File: config.mk
export PLATFORM = sky130hd
export DESIGN_NAME = dual_tmr_unit
export DESIGN_NICKNAME = d
export VERILOG_FILES = /design/src/rtl/dtc_pkg.sv /design/src/rtl/dtc_cycle_gen.sv /design/src/rtl/dtc_edge_det.sv /design/src/rtl/dtc_count_core.sv /design/src/rtl/dual_tmr_unit.sv
export SDC_FILE = /design/constraint.sdc
export NUM_CORES = 1
export LEC_CHECK = 0
export BUFFER_PORTS_ARGS = -buffer_cell sky130_fd_sc_hd__buf_2
export CAP_MARGIN = 10
export CELL_PAD_IN_SITES_DETAIL_PLACEMENT = 2
export CELL_PAD_IN_SITES_GLOBAL_PLACEMENT = 2
export CORE_MARGIN = 10
export CORE_UTILIZATION = 30
export CTS_CLUSTER_DIAMETER = 50
export DETAILED_ROUTE_END_ITERATION = 7
export GPL_TIMING_DRIVEN = 0
export PLACE_DENSITY = 0.78
export SYNTH_ARGS = -nofsm -noshare
export SYNTH_HDL_FRONTEND = slang
export SYNTH_HIERARCHICAL = 1
export SYNTH_SLANG_ARGS = --single-unit
File: constraint.sdc
create_clock -name clk -period 6.2 [get_ports clk]
set_input_delay 0 -clock clk [delete_from_list [all_inputs] [get_ports clk]]
set_output_delay 0 -clock clk [all_outputs]
set_load 0.1 [all_outputs]
File: src/rtl/dtc_pkg.sv
// Shared constants and types for the dual timer/counter unit.
// Assumes the register layout is fixed at two channels of byte-wide registers.
package dtc_pkg;
    localparam int N_TMR    = 2;
    localparam int BYTE_W   = 8;
    localparam int ADDR_W   = 3;
    localparam int CFG_W    = 4;
    localparam int A_MODE   = 0;
    localparam int A_CTRL   = 1;
    localparam int LO_BASE  = 2;   // channel i low byte at LO_BASE+2i, high at +1
    localparam int CTL_BASE = 4;   // channel i run bit at CTL_BASE+2i, flag at +1

    typedef enum logic [1:0] {
        M_PRESCALE = 2'b00,
        M_WIDE     = 2'b01,
        M_RELOAD   = 2'b10,
        M_SPLIT    = 2'b11
    } tmode_e;

    typedef struct packed {
        logic   gate;
        logic   ctr;
        tmode_e mode;
    } tcfg_t;
endpackage

File: src/rtl/dtc_cycle_gen.sv
// Machine-cycle phase generator.
// Produces a tick on the last clock of each CYC_LEN-clock machine cycle and a
// sample strobe at clock SAMPLE_PH. Assumes SAMPLE_PH < CYC_LEN - 1.
module dtc_cycle_gen #(
    parameter int CYC_LEN   = 12,
    parameter int SAMPLE_PH = 9
) (
    input  logic clk,
    input  logic rst_n,
    output logic mc_tick,
    output logic smp_stb
);
    localparam int PW = $clog2(CYC_LEN);
    localparam logic [PW-1:0] LAST = PW'(CYC_LEN - 1);
    localparam logic [PW-1:0] SMP  = PW'(SAMPLE_PH);

    logic [PW-1:0] phase_q;

    // Phase counter that wraps once per machine cycle.
    always_ff @(posedge clk) begin
        if (!rst_n)               phase_q <= '0;
        else if (phase_q == LAST) phase_q <= '0;
        else                      phase_q <= phase_q + PW'(1);
    end

    assign mc_tick = (phase_q == LAST);
    assign smp_stb = (phase_q == SMP);
endmodule

File: src/rtl/dtc_edge_det.sv
// Two-sample falling-edge detector for one event pin.
// Samples the pin once per machine cycle. A high-then-low pair raises a
// pending step that the next machine-cycle tick consumes.
module dtc_edge_det (
    input  logic clk,
    input  logic rst_n,
    input  logic smp_stb,
    input  logic mc_tick,
    input  logic pin,
    output logic pend
);
    logic last_q;

    // Keep the previous sample and flag a high-to-low pair until the tick.
    always_ff @(posedge clk) begin
        if (!rst_n) begin
            last_q <= 1'b0;
            pend   <= 1'b0;
        end else begin
            if (mc_tick) pend <= 1'b0;
            if (smp_stb) begin
                last_q <= pin;
                if (last_q && !pin) pend <= 1'b1;
            end
        end
    end
endmodule

File: src/rtl/dtc_count_core.sv
// Count datapath of one channel: low and high byte with the four modes.
// inc_lo steps the channel and inc_hi steps the high byte only in split mode.
// A write to a byte overrides any step to that byte in the same clock.
module dtc_count_core
    import dtc_pkg::*;
#(
    parameter int W        = 8,
    parameter int PRE_BITS = 5
) (
    input  logic         clk,
    input  logic         rst_n,
    input  tmode_e       mode,
    input  logic         inc_lo,
    input  logic         inc_hi,
    input  logic         wr_lo,
    input  logic         wr_hi,
    input  logic [W-1:0] wdata,
    output logic [W-1:0] lo_q,
    output logic [W-1:0] hi_q,
    output logic         ovf_main,
    output logic         ovf_split
);
    logic [W-1:0] nxt_lo, nxt_hi;
    logic lo_full, hi_full, pre_full;

    assign lo_full  = &lo_q;
    assign hi_full  = &hi_q;
    assign pre_full = &lo_q[PRE_BITS-1:0];

    // Next-state values and overflow pulses for the selected mode.
    always_comb begin
        nxt_lo    = lo_q;
        nxt_hi    = hi_q;
        ovf_main  = 1'b0;
        ovf_split = 1'b0;
        case (mode)
            M_PRESCALE: if (inc_lo) begin
                nxt_lo[PRE_BITS-1:0] = lo_q[PRE_BITS-1:0] + PRE_BITS'(1);
                if (pre_full) begin
                    nxt_hi   = hi_q + W'(1);
                    ovf_main = hi_full;
                end
            end
            M_WIDE: if (inc_lo) begin
                nxt_lo = lo_q + W'(1);
                if (lo_full) begin
                    nxt_hi   = hi_q + W'(1);
                    ovf_main = hi_full;
                end
            end
            M_RELOAD: if (inc_lo) begin
                if (lo_full) begin
                    nxt_lo   = hi_q;
                    ovf_main = 1'b1;
                end else begin
                    nxt_lo = lo_q + W'(1);
                end
            end
            default: begin
                if (inc_lo) begin
                    nxt_lo   = lo_q + W'(1);
                    ovf_main = lo_full;
                end
                if (inc_hi) begin
                    nxt_hi    = hi_q + W'(1);
                    ovf_split = hi_full;
                end
            end
        endcase
    end

    // Byte registers: a software write wins over a step.
    always_ff @(posedge clk) begin
        if (!rst_n) begin
            lo_q <= '0;
            hi_q <= '0;
        end else begin
            lo_q <= wr_lo ? wdata : nxt_lo;
            hi_q <= wr_hi ? wdata : nxt_hi;
        end
    end
endmodule

File: src/rtl/dual_tmr_unit.sv
// Dual timer/counter unit: register file, run/gate logic and two count cores.
// Assumes gate_pin and ev_pin are already synchronous to clk. Flags are set
// by overflow, cleared by irq_ack, and fully rewritten by a control write.
module dual_tmr_unit
    import dtc_pkg::*;
#(
    parameter int CYC_LEN   = 12,
    parameter int SAMPLE_PH = 9,
    parameter int PRE_BITS  = 5
) (
    input  logic              clk,
    input  logic              rst_n,
    input  logic              wr_en,
    input  logic [ADDR_W-1:0] wr_addr,
    input  logic [BYTE_W-1:0] wr_data,
    input  logic [ADDR_W-1:0] rd_addr,
    output logic [BYTE_W-1:0] rd_data,
    input  logic [N_TMR-1:0]  ev_pin,
    input  logic [N_TMR-1:0]  gate_pin,
    input  logic [N_TMR-1:0]  irq_ack,
    output logic [N_TMR-1:0]  ovf_flag
);
    logic                          mc_tick, smp_stb;
    logic [BYTE_W-1:0]             tmod_q;
    logic [N_TMR-1:0]              tr_q, tf_q, tf_set;
    logic [N_TMR-1:0]              ev_pend, run, halt, inc_lo, inc_hi;
    logic [N_TMR-1:0]              wr_lo, wr_hi, ovf_main, ovf_split;
    logic [N_TMR-1:0][BYTE_W-1:0]  lo_q, hi_q;
    tcfg_t                         cfg [N_TMR];
    logic                          wr_mode, wr_ctrl;

    assign wr_mode = wr_en && (wr_addr == ADDR_W'(A_MODE));
    assign wr_ctrl = wr_en && (wr_addr == ADDR_W'(A_CTRL));

    dtc_cycle_gen #(.CYC_LEN(CYC_LEN), .SAMPLE_PH(SAMPLE_PH)) u_cyc (
        .clk(clk), .rst_n(rst_n), .mc_tick(mc_tick), .smp_stb(smp_stb)
    );

    // Channel 1 parks in split mode; channel 0's high byte runs on channel 1's run bit.
    assign halt[0]   = 1'b0;
    assign halt[1]   = (cfg[1].mode == M_SPLIT);
    assign inc_hi[0] = mc_tick & tr_q[1];
    assign inc_hi[1] = 1'b0;

    for (genvar i = 0; i < N_TMR; i++) begin : g_tmr
        assign cfg[i]   = tcfg_t'(tmod_q[CFG_W*i +: CFG_W]);
        assign run[i]   = tr_q[i] & (~cfg[i].gate | gate_pin[i]);
        assign inc_lo[i] = mc_tick & run[i] & ~halt[i] & (cfg[i].ctr ? ev_pend[i] : 1'b1);
        assign wr_lo[i] = wr_en && (wr_addr == ADDR_W'(LO_BASE + 2*i));
        assign wr_hi[i] = wr_en && (wr_addr == ADDR_W'(LO_BASE + 2*i + 1));

        dtc_edge_det u_edge (
            .clk(clk), .rst_n(rst_n), .smp_stb(smp_stb), .mc_tick(mc_tick),
            .pin(ev_pin[i]), .pend(ev_pend[i])
        );

        dtc_count_core #(.W(BYTE_W), .PRE_BITS(PRE_BITS)) u_core (
            .clk(clk), .rst_n(rst_n), .mode(cfg[i].mode),
            .inc_lo(inc_lo[i]), .inc_hi(inc_hi[i]),
            .wr_lo(wr_lo[i]), .wr_hi(wr_hi[i]), .wdata(wr_data),
            .lo_q(lo_q[i]), .hi_q(hi_q[i]),
            .ovf_main(ovf_main[i]), .ovf_split(ovf_split[i])
        );
    end

    // A split-mode high-byte wrap on one channel raises the other channel's flag.
    assign tf_set[0] = ovf_main[0] | ovf_split[1];
    assign tf_set[1] = ovf_main[1] | ovf_split[0];

    // Configuration register.
    always_ff @(posedge clk) begin
        if (!rst_n)       tmod_q <= '0;
        else if (wr_mode) tmod_q <= wr_data;
    end

    // Run bits and flags: write first, then overflow set over acknowledge clear.
    always_ff @(posedge clk) begin
        if (!rst_n) begin
            tr_q <= '0;
            tf_q <= '0;
        end else if (wr_ctrl) begin
            for (int i = 0; i < N_TMR; i++) begin
                tr_q[i] <= wr_data[CTL_BASE + 2*i];
                tf_q[i] <= wr_data[CTL_BASE + 2*i + 1];
            end
        end else begin
            tf_q <= (tf_q & ~irq_ack) | tf_set;
        end
    end

    // Read multiplexer.
    always_comb begin
        rd_data = '0;
        if (rd_addr == ADDR_W'(A_MODE)) rd_data = tmod_q;
        if (rd_addr == ADDR_W'(A_CTRL)) begin
            for (int i = 0; i < N_TMR; i++) begin
                rd_data[CTL_BASE + 2*i]     = tr_q[i];
                rd_data[CTL_BASE + 2*i + 1] = tf_q[i];
            end
        end
        for (int i = 0; i < N_TMR; i++) begin
            if (rd_addr == ADDR_W'(LO_BASE + 2*i))     rd_data = lo_q[i];
            if (rd_addr == ADDR_W'(LO_BASE + 2*i + 1)) rd_data = hi_q[i];
        end
    end

    assign ovf_flag = tf_q;
endmodule

Yosys cells after proc, flatten, opt, wreduce, memory -nomap -nowiden:

Index checks and enable logic that the tools add are counted.

* input port bits: 23
* bits in registers: 52
* output and inout port bits: 10
* word-level logic and storage cells: 157

* multiplexer cells: 60
* reductions and logical operators: 30
* add/subtract/negate cells: 7
* bitwise logic cells: 18
* equal/unequal tests: 28

Operators with widths (count)
* 2-to-1 mux 8 bit: 24
* adder 8 x 1 -> 8 bit (second input constant): 4
* AND reduction 8 bit: 4
* 2-to-1 mux 1 bit: 24
* inequality test 3 x 1 -> 1 bit (second input constant): 8
* case mux 8 bit (3 select lines): 1
* case mux 5 bit (2 select lines): 2
* case mux 8 bit (2 select lines): 1
* AND reduction 5 bit: 3
* == test 3 x 2 -> 1 bit (second input constant): 4
* == test 3 bit (second input constant): 4
* case mux 3 bit (2 select lines): 2
* adder 5 x 1 -> 5 bit (second input constant): 2
* 2-to-1 mux 5 bit: 2
* bitwise AND 1 bit: 8
* == test 4 bit (second input constant): 2
* logical AND 1 bit: 8
* == test 2 bit (second input constant): 3
* == test 3 x 1 -> 1 bit (second input constant): 2
* logical NOT 3 bit: 2
* inequality test 2 x 1 -> 1 bit (second input constant): 3
* case mux 1 bit (3 select lines): 2
* AND reduction 6 bit: 1
* adder 4 x 1 -> 4 bit (second input constant): 1
* other kinds (16): 26

Depth between registers and ports, before layout:

Gate-level depths: netlist of the first run.

* depth in word-level cells: 11
* depth in mapped cells: 10
* gate-level depth less buffers: 8

By module:

Netlist of the first run, hierarchy kept.

Modules (own cells, without submodules)
* dtc_count_core: sequential area each 320.3 um^2, cells an instance 150, area an instance 1189.9 um^2, instances 2
* dual_tmr_unit: sequential area each 240.2 um^2, cells an instance 115, area an instance 934.6 um^2, instances 1
* dtc_cycle_gen: sequential area each 80.1 um^2, cells an instance 20, area an instance 197.7 um^2, instances 1
* dtc_edge_det: sequential area each 40.0 um^2, cells an instance 7, area an instance 76.3 um^2, instances 2

Least setup slack after synthesis of the first run:

OpenSTA, ideal clock, no wires.

* path kind: register to output
* start point: register tf_q[0], in the netlist ovf_flag[0]
* end point: output rd_data[5]
* data arrival time: 3.477 ns
* slack: 2.723 ns
* stages on the path, launching flop included: 3
* required time: 6.200 ns
* cell sequence: dfxtp_1 mux2i_1 a221oi_1

* cells in the longest elaborated chain, start to end: 5

Ends and longest elaborated chain
* start: declaration: RTL line dual_tmr_unit.sv:25 `logic [N_TMR-1:0] tr_q, tf_q, tf_set;`
* start signal: indexed assignment: RTL line dual_tmr_unit.sv:84 `tf_q[i] <= wr_data[CTL_BASE + 2*i + 1];`
* start signal: assignment: RTL line dual_tmr_unit.sv:87 `tf_q <= (tf_q & ~irq_ack) | tf_set;`
* 2-to-1 mux 4 bit: RTL line dual_tmr_unit.sv:95 `if (rd_addr == ADDR_W'(A_CTRL)) begin`
* 2-to-1 mux 8 bit: RTL line dual_tmr_unit.sv:102 `if (rd_addr == ADDR_W'(LO_BASE + 2*i)) rd_data = lo_q[i];`
* 2-to-1 mux 8 bit: RTL line dual_tmr_unit.sv:103 `if (rd_addr == ADDR_W'(LO_BASE + 2*i + 1)) rd_data = hi_q[i];`
* 2-to-1 mux 8 bit: RTL line dual_tmr_unit.sv:102
* 2-to-1 mux 8 bit: RTL line dual_tmr_unit.sv:103
* end: declaration: RTL line dual_tmr_unit.sv:17 `output logic [BYTE_W-1:0] rd_data,`

No other way between the ends.

Worst setup path in the final report of the first run:

* start point: register u_cyc.phase_q[0]
* end point: register g_tmr[0].u_core.hi_q[5]

* cells in the longest elaborated chain, start to end: 5
* elaborated cells on any way between the ends: 8
* classes of those cells: eq/ne: 3; bitwise: 3; reduce/logical: 2

Ends and longest elaborated chain
* start: declaration: RTL line dtc_cycle_gen.sv:17 `logic [PW-1:0] phase_q;`
* start signal: assignment: RTL line dtc_cycle_gen.sv:23 `else phase_q <= phase_q + PW'(1);`
* == test 4 bit *: RTL line dtc_cycle_gen.sv:26 `assign mc_tick = (phase_q == LAST);`
* named net mc_tick: RTL line dual_tmr_unit.sv:23 `logic mc_tick, smp_stb;`
* bitwise AND 1 bit * (2 in series): RTL line dual_tmr_unit.sv:48 `assign inc_lo[i] = mc_tick & run[i] & ~halt[i] & (cfg[i].ctr ? ev_pend[i] : 1'b1);`
* named net inc_lo[0]: RTL line dual_tmr_unit.sv:26 `logic [N_TMR-1:0] ev_pend, run, halt, inc_lo, inc_hi;`
* inequality test 3 x 1 -> 1 bit (no source line)
* AND reduction 6 bit (no source line) *
* end signal: assignment: RTL line dtc_count_core.sv:79 `hi_q <= wr_hi ? wdata : nxt_hi;`
* end: declaration: RTL line dtc_count_core.sv:19 `output logic [W-1:0] hi_q,`

Mark *: on every way through the listed nets, which the timed path passes. The rest lies on a longest branch.
A chain may end at the register's enable or synchronous reset.

==> flow_summary.json, run 1 <==
{
  "outcome": "finished, final reports clean",
  "tns_ps": 0,
  "synth_top_family_by_area": "simple AND/OR/NAND/NOR gates",
  "finalPower_w": 0.000801,
  "ys.flop_type": "dfxtp_1",
  "place_inst": 627,
  "synth_compound_area_frac": 0.256,
  "worstPathArrival_ps": 3200,
  "fin_cells": 637,
  "fill_cells": 1392,
  "grtUsageTotal": 0.173,
  "synth-edff-count": 0,
  "path_class": "reg -> reg",
  "max_cap_viol_count": 0,
  "netlist_top_cells_area": "dfxtp_1, mux2i_1, o21ai_0",
  "cts_inserted_buffers": 5,
  "grt_pass1_wl_um": 22900,
  "grt_pass1_vias": 4162,
  "die_area_mm2": 0.0170,
  "yosys.area_share.adder": 0.0341,
  "hold_class": "in -> reg",
  "num_vias": 3849,
  "synth_xor_area_frac": 0.0143,
  "synthesis.nets": 482,
  "cp-start-kind": "flip-flop",
  "numPortBuffers": 31,
  "clock-sinks": 52,
  "setup_viol_count_final": 0,
  "p_leak_nw": 1.57,
  "fmax_mhz": 337,
  "cts_tree": "built",
  "antenna_left": 0,
  "hold_viol_final": 0,
  "fp.dieH_um": 131,
  "place.gp.congestion": 0.863,
  "synth_top_area_frac": 0.284,
  "overflow": 0,
  "worst_skew_pair.late_latency_ps": 310,
  "drc_errors": 0,
  "wl_per_cell_um": 22.7,
  "cts_root_buffer": "clkbuf_16",
  "powerDensity_mw_per_mm2": 191,
  "initial_core_util": 0.305,
  "slew_violations": 0,
  "syn-instance-count": 449,
  "finClkSkew_ps": 4.71,
  "synthSimpleGateAreaFrac": 0.269,
  "vias_per_cell": 6.04,
  "worst_pin_slew_ps": 890,
  "htree_levels": 2,
  "clk_path_buf_depth": 2,
  "routed_wl_um": 14500,
  "syn2layout_area_growth_pct": 14.4,
  "post-dp-hpwl_um": 10900,
  "seq_area_mm2": 0.00104,
  "period_share": 0.478,
  "rsz0062_at_grt": "no",
  "critPathCaptureType": "flip-flop",
  "die_w_um": 131,
  "antenna_cells": 0,
  "synth_cell_types": 58,
  "ir_worst_vdd_mv": 0.0986,
  "synthMuxAreaShare": 0.0836,
  "yosysTopAreaCell": "dfxtp_1",
  "holdPathStages": 3,
  "ys_seq_area_frac": 0.284,
  "multi_input_area_mm2": 0.00241,
  "synth_warnings": 6,
  "clk_pin_slew_worst_paths_ps": 70,
  "async_flop_share": 0,
  "placementRows": 40,
  "nNetsFinal": 522,
  "cts_setup_buffers": 0,
  "rr_worst_depth": 10,
  "firstDrtPassIters": 4,
  "grt_max_degree": 18,
  "drt-initial-drc-count": 246,
  "syn_avg_cell_area_um2": 8.16,
  "syn_area_mm2": 0.00366,
  "drive_gt1_frac": 0.133,
  "antenna_found_initial": 0,
  "path_max_fanout": 10,
  "ys_seq_elements": 52,
  "required_ps": 6430,
  "io_pins": 33,
  "maxSlewHeadroom": 0.405,
  "fp.coreArea_mm2": 0.0120,
  "finalCoreUtilization": 0.349,
  "post-route-min-period_ps": 2970
}
## cells in the final DEF, fill, tap and decap left out, types with 11 or more instances in the layout
cell | netlist | final
nor2_1 | 25 | 25
o21ai_0 | 33 | 33
nor3_1 | 11 | 11
a21oi_1 | 23 | 23
mux2i_1 | 25 | 25
nor3b_1 | 11 | 11
inv_1 | 14 | 14
clkbuf_1 | 16 | 16
dfxtp_1 | 52 | 52
buf_2 | 5 | 36
a31oi_1 | 14 | 14
nand2_1 | 36 | 36
## metal layers
metal  track usage  vias to the layer above  wire length [um]
li1              -                     1798                 -
met1         0.230                     1973              7060
met2         0.287                       67              6760
met3        0.0282                       11               523
met4        0.0399                        0               154
met5             0                        -                 0
## flip-flops by register name, indices dropped and copies added, names as in the netlist
signal / count
u_cyc/phase_q: 4
tr_q: 2
g_tmr.u_core/hi_q: 16
g_tmr.u_core/lo_q: 16
g_tmr.u_edge/pend: 2
tmod_q: 8
ovf_flag: 2
g_tmr.u_edge/last_q: 2
## through the flow
| step | setup WS (ps) | area [um^2] | hold slack (ps) |
|---|---|---|---|
| 2_1_floorplan | 2720 | 3660 | 128 |
| 3_3_place_gp | 3390 | 4000 | 271 |
| 3_5_place_dp | 3280 | 4000 | 286 |
| 4_1_cts | 3220 | 4190 | 32.3 |
| 5_1_grt | 2990 | 4190 | 32.4 |
| 6_report | 3230 | 4190 | 29.0 |
## area by class of cell
| type | count | area share |
|---|---|---|
| plain buffers | 29 | 0.0379 |
| clock buffers | 5 | 0.0299 |
| clock inverters | 3 | 0.0101 |
| inverters | 14 | 0.0125 |
| multi-input cells | 354 | 0.576 |
| flip-flops and latches | 52 | 0.248 |
| well taps | 147 | 0.0439 |
| repair buffers | 33 | 0.0418 |
## cells in the mapped netlist (all sizes together), types with 4 or more instances
library cell,instances
a21oi,23
o32ai,6
and2,7
and3,6
nand4,10
o21ai,33
dfxtp,52
a31oi,14
or3,10
a41oi,6
nor3,11
ha,10
nand3,10
nor2b,6
a221oi,4
and4,6
nor2,25
nor4,4
clkbuf,18
a211oi,8
o22ai,9
inv,14
or4,8
nand2b,4
o21a,7
o31ai,10
xor2,4
nand2,36
nor3b,11
nand3b,4
mux2i,25
buf,11
## critical path: stages (launching register included)
cell and delay (ps):
dfxtp_1 410, ha_1 220, and3b_2 280, nand2_1 100, a221oi_1 270, buf_2 280, o21ai_0 170, o21a_1 250
clkbuf_1 230, or4_1 510, a31oi_1 160
## worst paths after layout
| path | to | slack, ps | startpoint |
|---|---|---|---|
| worst max register to register | g_tmr[0].u_core/hi_q[5] | 3230 | u_cyc/phase_q[0] |
| worst max-delay path | g_tmr[0].u_core/hi_q[5] | 3230 | u_cyc/phase_q[0] |
| worst min-delay path | tmod_q[5] | 30 | wr_data[5] |
| worst min register to register | g_tmr[1].u_edge/pend | 490 | g_tmr[1].u_edge/pend |
## power breakdown
part | switching [W] | internal [W]
logic | 0.0000697 | 0.0000347
clock network | 0.000145 | 0.000190
registers | 0.0000181 | 0.000343
total | 0.000233 | 0.000569
## cell families after synthesis
family | Yosys count
AOI/OAI and AO/OA | 137
xor gates and xnor gates | 6
adders and majority gates | 10
buffers and inverters | 43
DFF | 52
muxes | 29
other | 1
and+or+nand+nor | 171
## what timing repair did
action | in CTS | in global routing
hold buffers | 2 | 0
hold endpoints to repair | 4 | 0
resized for setup | 0 | 0
No activity file was read; power rests on OpenSTA's default activity.
==> inputs of run 2 (changes only) <==
- clock period: 6.2 -> 2.82 ns (I/O delays scaled with it)
==> flow_summary.json, run 2 (synthesis results as in run 1) <==
{
  "dp_slack_ps": -61.8,
  "antenna_cells": 0,
  "nNetsFinal": 524,
  "initial_core_util": 0.305,
  "num_vias": 3817,
  "die_area_mm2": 0.0170,
  "critPathCaptureType": "flip-flop",
  "fp.coreArea_mm2": 0.0120,
  "clk_pin_slew_worst_paths_ps": 70,
  "powerDensity_mw_per_mm2": 399,
  "reg2reg_slack_ps": 220,
  "grt_pass1_vias": 4118,
  "pwr-share-comb": 0.139,
  "p_leak_nw": 1.58,
  "io_pins": 33,
  "grt_max_degree": 18,
  "holdCritStartpoint": "wr_data[6]",
  "post-dp-hpwl_um": 11000,
  "clock_power_share": 0.388,
  "sw_frac_of_total": 0.294,
  "multi_input_area_mm2": 0.00244,
  "rsz0062_at_grt": "no",
  "hold_viol_final": 0,
  "cp-start-kind": "flip-flop",
  "finClkSkew_ps": 5.04,
  "cp-startpoint": "u_cyc/phase_q[1]",
  "power_switching_w": 0.000495,
  "drc_errors": 0,
  "numPortBuffers": 31,
  "cts_inserted_buffers": 5,
  "r2r_end": "g_tmr[1].u_core/hi_q[5]",
  "mostFrequentLayoutCell": "dfxtp_1",
  "clock-sinks": 52,
  "vias_per_cell": 5.97,
  "cts_tree": "built",
  "outcome": "finished, final reports clean",
  "worst_pin_slew_ps": 823,
  "holdPathStages": 3,
  "power.internal_w": 0.00119,
  "grt_pass1_wl_um": 23500,
  "clk_path_buf_depth": 2,
  "die_w_um": 131,
  "post-route-min-period_ps": 2600,
  "worst_skew_pair.late_latency_ps": 300,
  "cts_root_buffer": "clkbuf_16",
  "worstPathArrival_ps": 2840,
  "most-common-layout-cells": "dfxtp_1, nand2_1, buf_2, o21ai_0",
  "r2r_start": "u_cyc/phase_q[1]",
  "maxSlewHeadroom": 0.450,
  "drt-initial-drc-count": 288,
  "drive_gt1_frac": 0.150,
  "fp.dieH_um": 131,
  "pwr-share-seq": 0.472,
  "seq_area_mm2": 0.00104,
  "routed_wl_um": 14800,
  "reg.largest.list": "g_tmr.u_core/hi_q x16, g_tmr.u_core/lo_q x16, tmod_q x8",
  "slew_violations": 0,
  "syn2layout_area_growth_pct": 15.2,
  "antenna_found_initial": 0,
  "path_class": "reg -> reg",
  "overflow": 0,
  "setup_viol_count_final": 0,
  "period_share": 0.923,
  "hold_class": "in -> reg",
  "timing.final.ws_setup_ps": 217,
  "firstDrtPassIters": 4,
  "wl_per_cell_um": 23.1,
  "fmax_mhz": 384,
  "fill_cells": 1378,
  "place.gp.congestion": 0.849,
  "htree_levels": 2,
  "required_ps": 3060,
  "max_cap_viol_count": 0,
  "placementRows": 40,
  "path_max_fanout": 10,
  "ir_worst_vdd_mv": 0.190,
  "grtUsageTotal": 0.176,
  "antenna_left": 0,
  "hold_ws_ps": 30.3,
  "rr_worst_depth": 10,
  "hold-path-endpoint": "tmod_q[6]"
}
==> run 2: cell types whose count changed in the layout (fill, tap and decap cells not counted), moves of 2 or more <==
cell and change:
a221oi_1 -4, a221oi_2 +4, buf_4 +4, dfxtp_1 -2
dfxtp_2 +2
==> run 2: metal layers <==
metal	up-vias	global-route usage	part of all wire
li1	1808	-	-
met1	1912	0.229	0.46
met2	75	0.292	0.47
met3	22	0.0278	0.048
met4	0	0.0582	0.021
met5	-	0	0
==> run 2: power by group through the flow <==
stage	clock, W	combinational [W]	sequential [W]
5_1_grt	0.000699	0.000256	0.000799
3_5_place_dp	0	0.000232	0.000811
2_1_floorplan	0	0.000147	0.000798
6_report	0.000654	0.000235	0.000796
4_1_cts	0.000670	0.000236	0.000794
3_3_place_gp	0	0.000222	0.000809
==> run 2: stage by stage <==
| stage | cells | util | total power (W) | instance area [um^2] | setup TNS [ps] |
|---|---|---|---|---|---|
| floorplan | 449 | - | 0.000945 | 3680 | 0 |
| global placement | 627 | 0.335 | 0.00103 | 4020 | 0 |
| detailed placement | 627 | 0.335 | 0.00104 | 4020 | -61.8 |
| CTS | 638 | 0.350 | 0.00170 | 4200 | 0 |
| global route | 639 | 0.352 | 0.00175 | 4220 | 0 |
| finish | 639 | 0.352 | 0.00168 | 4220 | 0 |
==> run 2: layout make-up <==
type	count	share of cell area
Inverter	14	0.0124
Buffer	29	0.0394
Multi-Input combinational cell	354	0.578
Clock buffer	8	0.0347
Sequential cell	52	0.247
Tap cell	147	0.0436
Timing Repair Buffer	35	0.0450
==> run 2: critical path, stage by stage (launching register included) <==
cell and delay (ps):
dfxtp_1 380, ha_2 220, and3b_2 250, and2_1 180
and3_1 160, buf_4 170, o21ai_0 120, o21a_1 220
buf_2 190, or4_1 480, a31oi_1 160
==> run 2: worst max path at each step <==
stage	slack (ps)	to
floorplan	230	rd_data[5]
global placement	70	g_tmr[0].u_core/hi_q[5]
detailed placement	-60	g_tmr[0].u_core/hi_q[5]
CTS	10	g_tmr[1].u_core/hi_q[5]
global route	10	g_tmr[0].u_core/hi_q[5]
finish	220	g_tmr[1].u_core/hi_q[5]
==> run 2: timing repair <==
| action | in CTS | in global routing |
|---|---|---|
| gates resized for setup | 1 | 11 |
| endpoints found under the hold margin | 4 | 0 |
| endpoints found under the setup margin | 2 | 11 |
| buffers inserted | 1 | 1 |
| hold buffers | 2 | 0 |
==> inputs of run 3 (changes only) <==
==> constraint.sdc (replaced) <==
create_clock -name clk -period 2.82 [get_ports clk]
set_input_delay 0.282 -clock clk [delete_from_list [all_inputs] [get_ports clk]]
set_output_delay 0.282 -clock clk [all_outputs]
set_load 0.1 [all_outputs]
==> flow_summary.json, run 3 (synthesis results as in run 1) <==
{
  "outcome": "finished, final reports clean",
  "clock_power_share": 0.369,
  "drc_errors": 0,
  "sw_frac_of_total": 0.296,
  "rr_worst_depth": 10,
  "antenna_found_initial": 0,
  "antenna_cells": 0,
  "grt_pass1_wl_um": 23200,
  "die_area_mm2": 0.0170,
  "place.gp.congestion": 0.852,
  "critical_path_buf_inv_count": 2,
  "mostFrequentLayoutCell": "dfxtp_1",
  "num_vias": 3854,
  "grt_pass1_vias": 3989,
  "place_inst": 627,
  "slowest_stage": "or4_1",
  "maxSlewHeadroom": 0.379,
  "nNetsFinal": 521,
  "cts_tree": "built",
  "path_max_fanout": 10,
  "worst_pin_slew_ps": 929,
  "io_pins": 33,
  "finClkSkew_ps": 8.09,
  "syn2layout_area_growth_pct": 14.0,
  "r2r_end": "g_tmr[1].u_core/hi_q[5]",
  "clk_path_buf_depth": 2,
  "holdCritStartpoint": "ev_pin[0]",
  "period_share": 0.940,
  "numPortBuffers": 31,
  "placementRows": 40,
  "powerDensity_mw_per_mm2": 391,
  "critical-path-max-stage-delay_ps": 480,
  "cts_inserted_buffers": 5,
  "initial_core_util": 0.305,
  "finalCoreUtilization": 0.348,
  "fp.coreArea_mm2": 0.0120,
  "holdPathStages": 3,
  "drive_gt1_frac": 0.146,
  "firstDrtPassIters": 4,
  "post-dp-hpwl_um": 11000,
  "die_w_um": 131,
  "fmax_mhz": 377,
  "crit_family": "simple AND/OR/NAND/NOR gates",
  "hold_class": "in -> reg",
  "reg2reg_slack_ps": 170,
  "routed_wl_um": 14800,
  "ir_worst_vdd_mv": 0.213,
  "most-common-layout-cells": "dfxtp_1, nand2_1, buf_2, o21ai_0",
  "fin_cells": 633,
  "cts_root_buffer": "clkbuf_16",
  "r2r_start": "u_cyc/phase_q[0]",
  "overflow": 0,
  "hold_viol_final": 0,
  "worst_skew_pair.late_latency_ps": 300,
  "slew_violations": 0,
  "path_cells": "ha_2 > and3b_2 > and2_1 > and3_1 > clkbuf_4 > o21ai_0 > o21a_1 > buf_2 > or4_1 > a31oi_1",
  "cp-start-kind": "flip-flop",
  "required_ps": 3050,
  "max_cap_viol_count": 0,
  "power_switching_w": 0.000484,
  "vias_per_cell": 6.09,
  "pwr-share-comb": 0.144,
  "antenna_left": 0,
  "power.internal_w": 0.00115,
  "htree_levels": 2,
  "hold_buffers": 0,
  "worstPathArrival_ps": 2880,
  "grtUsageTotal": 0.175,
  "p_leak_nw": 1.56,
  "placed_area_mm2": 0.00403,
  "reg.largest.list": "g_tmr.u_core/hi_q x16, g_tmr.u_core/lo_q x16, tmod_q x8",
  "setup_viol_count_final": 0,
  "wl_per_cell_um": 23.4,
  "hold_ws_ps": 260,
  "hold-path-endpoint": "g_tmr[0].u_edge/pend",
  "pwr-share-seq": 0.487,
  "critPathCaptureType": "flip-flop",
  "grt_max_degree": 18,
  "post-route-min-period_ps": 2650,
  "clk_pin_slew_worst_paths_ps": 70,
  "design_area_mm2": 0.00418,
  "clock-sinks": 52,
  "drt-initial-drc-count": 351,
  "fp.dieH_um": 131,
  "path_class": "reg -> reg"
}
-- run 3: changes by cell type in the layout (fill, tap and decap cells not counted) --
cell	delta
a221oi_1	+1
a221oi_2	-2
a221oi_4	+1
buf_4	-2
clkbuf_1	-2
clkbuf_4	+1
clkbuf_8	-1
dlygate4sd3_1	-2
o21ai_0	-1
o21ai_1	+1
-- run 3: area by class of cell --
type	instances	area (um^2)
multi-input combinational	354	2440
tap	147	184
timing repair buffer	32	163
fill	1393	7830
inverter	14	52.6
clock buffer	5	125
buffer	29	166
sequential	52	1040
-- run 3: worst register-to-register path, cell delays in order, from the launching register on --
cell      delay [ps]
dfxtp_2          360
ha_2             210
and3b_2          250
and2_1           190
and3_1           160
clkbuf_4         200
o21ai_0          140
o21a_1           240
buf_2            200
or4_1            480
a31oi_1          160
-- run 3: power by group through the flow --
stage | clock network (W) | registers (W) | logic (W)
6_report | 0.000602 | 0.000796 | 0.000235
5_1_grt | 0.000648 | 0.000799 | 0.000255
4_1_cts | 0.000614 | 0.000794 | 0.000235
3_5_place_dp | 0 | 0.000811 | 0.000234
3_3_place_gp | 0 | 0.000809 | 0.000224
2_1_floorplan | 0 | 0.000798 | 0.000149
-- run 3: worst max path at each step --
| stage | startpoint | to | slack [ps] | depth (start not counted) |
|---|---|---|---|---|
| 3_3_place_gp | u_cyc/phase_q[0] | g_tmr[0].u_core/hi_q[5] | 100 | 10 |
| 6_report | u_cyc/phase_q[0] | g_tmr[1].u_core/hi_q[5] | 170 | 10 |
| 5_1_grt | u_cyc/phase_q[0] | g_tmr[0].u_core/hi_q[5] | -5 | 10 |
| 4_1_cts | u_cyc/phase_q[0] | g_tmr[1].u_core/hi_q[5] | 0.4 | 10 |
| 3_5_place_dp | u_cyc/phase_q[0] | g_tmr[0].u_core/hi_q[5] | -7 | 10 |
| 2_1_floorplan | ovf_flag[0] | rd_data[5] | -60 | 2 |
-- run 3: metal layers --
layer,GRT usage,up-vias,wire length (um),part of all wire
li1,-,1798,-,-
met1,0.239,1963,6930,0.47
met2,0.285,86,6890,0.47
met3,0.0310,7,882,0.060
met4,0.0307,0,95,0.0064
met5,0,-,0,0
-- run 3: repair_timing --
action / CTS / global route
setup endpoints to repair: 1 / 8
setup buffers: 0 / 1
resized for setup: 1 / 9
endpoints found under the hold margin: 0 / 0
-- run 3: through the flow --
step                worst slack, ps  total power, W  setup TNS [ps]
global placement               96.3         0.00103               0
floorplan                     -56.0        0.000947           -56.0
finish                          169         0.00163               0
detailed placement            -7.04         0.00104           -7.04
global route                  -5.46         0.00170           -5.46
CTS                           0.423         0.00164               0
